**config.mk**
```make
export PLATFORM = sky130hd
export DESIGN_NAME = gpio_irq_status
export DESIGN_NICKNAME = d
export VERILOG_FILES = /design/src/rtl/gpio_irq_pkg.sv /design/src/rtl/gpio_irq_detect.sv /design/src/rtl/gpio_irq_word.sv /design/src/rtl/gpio_irq_status.sv
export SDC_FILE = /design/constraint.sdc
export NUM_CORES = 1
export LEC_CHECK = 0
export BUFFER_PORTS_ARGS = -buffer_cell sky130_fd_sc_hd__clkbuf_2
export CORE_AREA = 2 2 307 309
export DETAILED_ROUTE_END_ITERATION = 12
export DIE_AREA = 0 0 309 311
export SLEW_MARGIN = 20
export SYNTH_ARGS = -nofsm -noshare
export SYNTH_HDL_FRONTEND = slang
export SYNTH_SLANG_ARGS = --single-unit
```
**constraint.sdc**
```tcl
create_clock -name clk -period 4.17 [get_ports clk]
set_clock_uncertainty 0.1 [all_clocks]
set_input_delay 0.834 -clock clk [delete_from_list [all_inputs] [get_ports clk]]
set_output_delay 0.834 -clock clk [all_outputs]
set_load 0.01 [all_outputs]
```
**src/rtl/gpio_irq_pkg.sv**
```systemverilog
package gpio_irq_pkg;

    // Trigger code is {select, invert}
    typedef enum logic [1:0] {
        TRIG_RISE = 2'b00,
        TRIG_FALL = 2'b01,
        TRIG_LOW  = 2'b10,
        TRIG_HIGH = 2'b11
    } trig_mode_e;

    typedef enum logic {
        WR_CLEAR  = 1'b0,
        WR_ENABLE = 1'b1
    } wr_kind_e;

    typedef struct packed {
        logic vld;
        logic prev;
    } edge_hist_t;

    function automatic logic is_level_mode(trig_mode_e m);
        return (m == TRIG_LOW) || (m == TRIG_HIGH);
    endfunction

    // Level the pin must show (after an edge, or while held) to trigger
    function automatic logic target_level(trig_mode_e m);
        return (m == TRIG_RISE) || (m == TRIG_HIGH);
    endfunction

    function automatic int words_for(int pins, int width);
        return (pins + width - 1) / width;
    endfunction

endpackage

```
**src/rtl/gpio_irq_detect.sv**
```systemverilog
module gpio_irq_detect
    import gpio_irq_pkg::*;
(
    input  logic clk,
    input  logic rst,
    input  logic level_i,
    input  logic sel_i,
    input  logic inv_i,
    input  logic armed_i,
    output logic event_o
);

    trig_mode_e mode;
    edge_hist_t hist_q;
    logic       want;
    logic       edge_hit;
    logic       lvl_hit;

    assign mode = trig_mode_e'({sel_i, inv_i});

    // History is dropped whenever the pin is not watched
    always_ff @(posedge clk) begin
        if (rst || !armed_i) begin
            hist_q <= '0;
        end else begin
            hist_q <= '{vld: 1'b1, prev: level_i};
        end
    end

    always_comb begin
        want     = target_level(mode);
        lvl_hit  = (level_i == want);
        edge_hit = hist_q.vld && (hist_q.prev != level_i) && (level_i == want);
        event_o  = armed_i && (is_level_mode(mode) ? lvl_hit : edge_hit);
    end

endmodule

```
**src/rtl/gpio_irq_word.sv**
```systemverilog
module gpio_irq_word #(
    parameter int WORD_W     = 32,
    parameter int VALID_BITS = 32
) (
    input  logic              clk,
    input  logic              rst,
    input  logic [WORD_W-1:0] evt_i,
    input  logic              clr_i,
    input  logic              en_wr_i,
    input  logic [WORD_W-1:0] wdata_i,
    output logic [WORD_W-1:0] status_o,
    output logic [WORD_W-1:0] enable_o
);

    localparam logic [WORD_W-1:0] VALID_MASK = {WORD_W{1'b1}} >> (WORD_W - VALID_BITS);

    logic [WORD_W-1:0] stat_q;
    logic [WORD_W-1:0] en_q;
    logic [WORD_W-1:0] clr_mask;

    assign clr_mask = clr_i ? wdata_i : '0;

    // A new event overrides a clear of the same bit
    always_ff @(posedge clk) begin
        if (rst) begin
            stat_q <= '0;
            en_q   <= '0;
        end else begin
            stat_q <= ((stat_q & ~clr_mask) | evt_i) & VALID_MASK;
            if (en_wr_i) begin
                en_q <= wdata_i & VALID_MASK;
            end
        end
    end

    assign status_o = stat_q;
    assign enable_o = en_q;

endmodule

```
**src/rtl/gpio_irq_status.sv**
```systemverilog
module gpio_irq_status
    import gpio_irq_pkg::*;
#(
    parameter  int NUM_PINS  = 94,
    parameter  int WORD_W    = 32,
    parameter  int ROUTE_W   = 1,
    localparam int NUM_WORDS = words_for(NUM_PINS, WORD_W),
    localparam int IDX_W     = (NUM_WORDS > 1) ? $clog2(NUM_WORDS + 1) : 1
) (
    input  logic                clk,
    input  logic                rst,
    input  logic [NUM_PINS-1:0] pin_level_i,
    input  logic [NUM_PINS-1:0] trig_sel_i,
    input  logic [NUM_PINS-1:0] trig_inv_i,
    input  logic [NUM_PINS-1:0] gpio_mode_i,
    input  logic [NUM_PINS-1:0] dir_in_i,
    input  logic [NUM_PINS-1:0] sense_en_i,
    input  logic                wr_en_i,
    input  logic                wr_kind_i,
    input  logic [IDX_W-1:0]    wr_idx_i,
    input  logic [WORD_W-1:0]   wr_data_i,
    input  logic [ROUTE_W-1:0]  route_sel_i,
    output logic [NUM_PINS-1:0] status_o,
    output logic [NUM_PINS-1:0] enable_o,
    output logic [ROUTE_W-1:0]  route_sel_o,
    output logic                irq_o
);

    localparam int PAD_W = NUM_WORDS * WORD_W;

    logic [NUM_PINS-1:0] armed;
    logic [NUM_PINS-1:0] evt;
    logic [PAD_W-1:0]    evt_pad;
    logic [PAD_W-1:0]    stat_pad;
    logic [PAD_W-1:0]    en_pad;
    logic                irq_q;
    wr_kind_e            kind;

    assign armed = gpio_mode_i & dir_in_i & sense_en_i;
    assign kind  = wr_kind_e'(wr_kind_i);

    for (genvar p = 0; p < NUM_PINS; p++) begin : g_pin
        gpio_irq_detect u_det (
            .clk     (clk),
            .rst     (rst),
            .level_i (pin_level_i[p]),
            .sel_i   (trig_sel_i[p]),
            .inv_i   (trig_inv_i[p]),
            .armed_i (armed[p]),
            .event_o (evt[p])
        );
    end

    always_comb begin
        evt_pad                 = '0;
        evt_pad[NUM_PINS-1:0]   = evt;
    end

    for (genvar w = 0; w < NUM_WORDS; w++) begin : g_word
        localparam int VALID = (w == NUM_WORDS - 1) ? (NUM_PINS - w * WORD_W) : WORD_W;
        logic hit;
        assign hit = wr_en_i && (wr_idx_i == IDX_W'(w));

        gpio_irq_word #(
            .WORD_W     (WORD_W),
            .VALID_BITS (VALID)
        ) u_word (
            .clk      (clk),
            .rst      (rst),
            .evt_i    (evt_pad[w*WORD_W +: WORD_W]),
            .clr_i    (hit && (kind == WR_CLEAR)),
            .en_wr_i  (hit && (kind == WR_ENABLE)),
            .wdata_i  (wr_data_i),
            .status_o (stat_pad[w*WORD_W +: WORD_W]),
            .enable_o (en_pad[w*WORD_W +: WORD_W])
        );
    end

    always_ff @(posedge clk) begin
        if (rst) begin
            irq_q <= 1'b0;
        end else begin
            irq_q <= |(stat_pad & en_pad);
        end
    end

    assign status_o    = stat_pad[NUM_PINS-1:0];
    assign enable_o    = en_pad[NUM_PINS-1:0];
    assign irq_o       = irq_q;
    assign route_sel_o = route_sel_i;

endmodule

```
==> qor_table.md <==
| Parameter | Reported |
|:---|:---|
| Status | complete, no violations |
| Power per cell area | 361 nW/um^2 |
| Area fraction in and, or, nand and nor cells after synthesis | 18.6% |
| Hold Crit Class | register to register |
| Worst slew margin relative to its limit | 33.0% |
| Most used flip-flop cell after synthesis | sky130_fd_sc_hd__dfxtp_1 |
| Initial drt markers | 943 |
| Post-synthesis mux area share | 0% |
| CTS H-Tree Depth | 2 |
| Max Clk Rate | 420 MHz |
| First-pass GRT wire length | 127 mm |
| Sequential cell area fraction in the yosys report | 42.4% |
| Number of endpoints failing setup at the final stage | 0 |
| Adder and majority gate portion of the synthesized area | 13.2% |
| Largest net degree at the start of global routing | 74 |
| CTS tree | done |
| Compound-cell area share of the yosys netlist | 22.0% |
| Initial Utilization | 19.2% |
| Count of pins over their slew limit | 0 |
| Sinks on Clock Net | 377 |
| Fraction of synthesized cell area in xor and xnor cells | 0.344% |
| Ratio of cells with drive above 1 in the final layout | 33.4% |
| DRT Wirelength | 92.1 mm |
| Leakage power of the design | 11.2 nW |
| Num CTS Buffers | 46 |
| Critical path startpoint category | register |
| Horizontal die dimension | 309 um |
| Antenna violations before repair | 11 |
| Total negative setup slack | 0 ns |
| Final Core Density | 26.8% |
| Number of rows in the core area | 112 |
| Arrival time reported for the critical path endpoint | 2.70 ns |
| Per-instance average area after synthesis | 9.65 um^2 |
| Cell count after synthesis | 1,846 |
| Hold violation total from the final report | 0 |
| Total overflow reported by the global router | 0 |
| Transition time of the tightest slew-check pin | 1.00 ns |
| Mapped Nets | 2,637 |
| Count of TritonRoute iterations in the first routing pass | 5 |
| Required @ worst endpoint | 4.49 ns |
| Relative area change from synthesis to final layout | 39.4% |
| Post-Synthesis Cell Area | 17,800 um^2 |
| Kind of cell adding the most delay to the critical path | simple AND/OR/NAND/NOR gates |
| Async S/R FF share, synth | 0% |
| Number of routed nets with antenna violations | 0 |
| Number of enable flip-flop cells after synthesis | 0 |
| WL/cell | 23.4 um |
| Commonest non-fill, non-tap cell in the layout | sky130_fd_sc_hd__clkbuf_2 |
| Maximum fanout along the worst path | 3 |
| Number of global-route vias before repair | 17,700 |
| Setup repair after global routing missed its margin | no |
| Clock latency at the later pin of the worst-skew pair | 0.58 ns |
| Classification of the worst setup path | register to register |
| Cell at the root of the clock tree | sky130_fd_sc_hd__clkbuf_16 |
| Count of boundary I/O pins | 793 |
| Average via count per standard cell | 4.57 |
| Vias | 18,000 |
| Clock-pin slew of the registers on the worst-case setup and hold paths | 0.07 ns |
| Placeable core region | 92,800 um^2 |
| Count of buffer and inverter cells on the critical path | 1 |
| Total placed cells including tap cells | 3,847 |
| Final non-filler cell total | 3,933 |
| YS warnings | 0 |
| Nets | 3,432 |
| All-Layer GR Usage | 18.5% |
| Die Footprint | 96,100 um^2 |
| Longest Clk Path Bufs | 3 |
| Slowest cell delay on critical path | 0.61 ns |
| Endpoint class of the critical path | register |
| Die height | 311 um |
| IO Port Bufs | 790 |
| Maxcap violations | 0 |
| Post-CTS repair timing setup buffer count | 0 |
| Number of buffers added to fix hold violations after cts | 0 |
| Max rail drop VDD | 0.211 mV |
| Library cell contributing the largest single delay on the critical path | sky130_fd_sc_hd__nor4_1 |
| Largest family of logic cells by synthesized area | compound AO/OA/AOI/OAI gates |
| Final weighted congestion in routability-driven placement | 0.830 |
| Smallest hold slack | 0.368 ns |
| Number of distinct standard cells referenced by the synthesized netlist | 33 |
| Detail Placement HPWL | 76.2 mm |
| Post-layout minimum cycle time | 2.38 ns |
| Post-cts resize count | 0 |
| DRC violations left | 0 |
| Final worst-path cycle share | 57.1% |
| Commonest cells after routing, fill and taps aside | 789 x sky130_fd_sc_hd__clkbuf_2, 377 x sky130_fd_sc_hd__dfxtp_1, 291 x sky130_fd_sc_hd__nand2_1, 188 x sky130_fd_sc_hd__ha_1 |
| Number of synthesized register bits | 377 |
| Ordered list of cells on the worst path | a22o_1 -> a221oi_1 -> buf_4 -> nand3_1 -> nor4_1 -> a31oi_1 |
## final cells by class
cell class	count	area, um^2
timing repair buffer	808	4120
clock inverter	17	180
sequential	377	7550
tap	1254	1570
fill	10000	67900
multi-input combinational	1313	9690
clock buffer	65	1350
antenna	4	10.0
inverter	95	362
## registers in the layout, indices dropped and copies added (netlist names)
| name | count |
|---|---|
| irq_o | 1 |
| g_pin.u_det.hist_q | 188 |
| g_word.u_word.enable_o | 94 |
| g_word.u_word.status_o | 94 |
## worst reg2reg max path: stages, from the launching register on
cell                       delay, ns
sky130_fd_sc_hd__dfxtp_1        0.37
sky130_fd_sc_hd__a22o_1         0.25
sky130_fd_sc_hd__a221oi_1       0.33
sky130_fd_sc_hd__buf_4          0.23
sky130_fd_sc_hd__nand3_1        0.21
sky130_fd_sc_hd__nor4_1         0.61
sky130_fd_sc_hd__a31oi_1        0.14
## per-layer routing
metal	routed length [um]	global-route usage [%]	up-vias
met2	45200	33.0	689
met3	6460	4.39	130
met1	38100	22.0	8619
li1	-	-	8544
met4	2240	4.53	2
met5	20	0	-
## path summary, 6_finish.rpt
check	from	endpoint	slack (ns)	depth (start not counted)
min	g_word[0].u_word.enable_o[19]	g_word[0].u_word.enable_o[19]	0.37	2
min reg2reg	g_word[0].u_word.enable_o[19]	g_word[0].u_word.enable_o[19]	0.37	2
max	g_word[0].u_word.status_o[11]	irq_o	1.79	6
max reg2reg	g_word[0].u_word.status_o[11]	irq_o	1.79	6
## cell families (layout without fill, tap and decap cells)
logic type	after synthesis	in the layout
xor+xnor	7	7
fa+ha+maj	188	188
buf+inv	156	985
flops	377	377
other cells	0	4
simple gates	607	607
compound gates	511	511
## through the flow
step                power [mW]  setup WS, ns  instance area (um^2)
global route              9.36          1.61                 24800
finish                    8.96          1.79                 24800
detailed placement        4.93          1.29                 23300
floorplan                 4.25          2.22                 17800
CTS                       9.11          1.52                 24800
global placement          4.90         0.866                 23300
## synthesized netlist by cell type (2+ instances only)
cell / count / area [um^2]
sky130_fd_sc_hd__dfxtp_1: 377 / 7550
sky130_fd_sc_hd__a22o_1: 2 / 17.5
sky130_fd_sc_hd__buf_2: 25 / 125
sky130_fd_sc_hd__nand2_1: 291 / 1090
sky130_fd_sc_hd__and4_1: 94 / 823
sky130_fd_sc_hd__and3b_1: 6 / 52.6
sky130_fd_sc_hd__a32o_1: 94 / 941
sky130_fd_sc_hd__nor4_1: 3 / 18.8
sky130_fd_sc_hd__o311ai_0: 87 / 762
sky130_fd_sc_hd__a21oi_1: 94 / 470
sky130_fd_sc_hd__clkbuf_1: 35 / 131
sky130_fd_sc_hd__ha_1: 188 / 2350
sky130_fd_sc_hd__inv_1: 94 / 353
sky130_fd_sc_hd__o31ai_1: 87 / 653
sky130_fd_sc_hd__a22oi_1: 43 / 323
sky130_fd_sc_hd__nand3_1: 3 / 15.0
sky130_fd_sc_hd__a221oi_1: 2 / 17.5
sky130_fd_sc_hd__nor2_1: 5 / 18.8
sky130_fd_sc_hd__nand2b_1: 3 / 18.8
sky130_fd_sc_hd__nor3b_1: 7 / 52.6
sky130_fd_sc_hd__nor2b_1: 87 / 544
sky130_fd_sc_hd__nand4_1: 9 / 56.3
sky130_fd_sc_hd__nor3_2: 2 / 20.0
sky130_fd_sc_hd__xnor2_1: 7 / 61.3
sky130_fd_sc_hd__o21ai_0: 14 / 70.1
sky130_fd_sc_hd__and2_1: 94 / 588
sky130_fd_sc_hd__a211oi_1: 87 / 653
## power breakdown
part	total [mW]	switching [mW]	internal [mW]
combinational	1.07	0.594	0.471
clock	4.13	1.69	2.44
sequential	3.77	0.0838	3.69
Note: power is estimated with default switching activity, not from simulation.
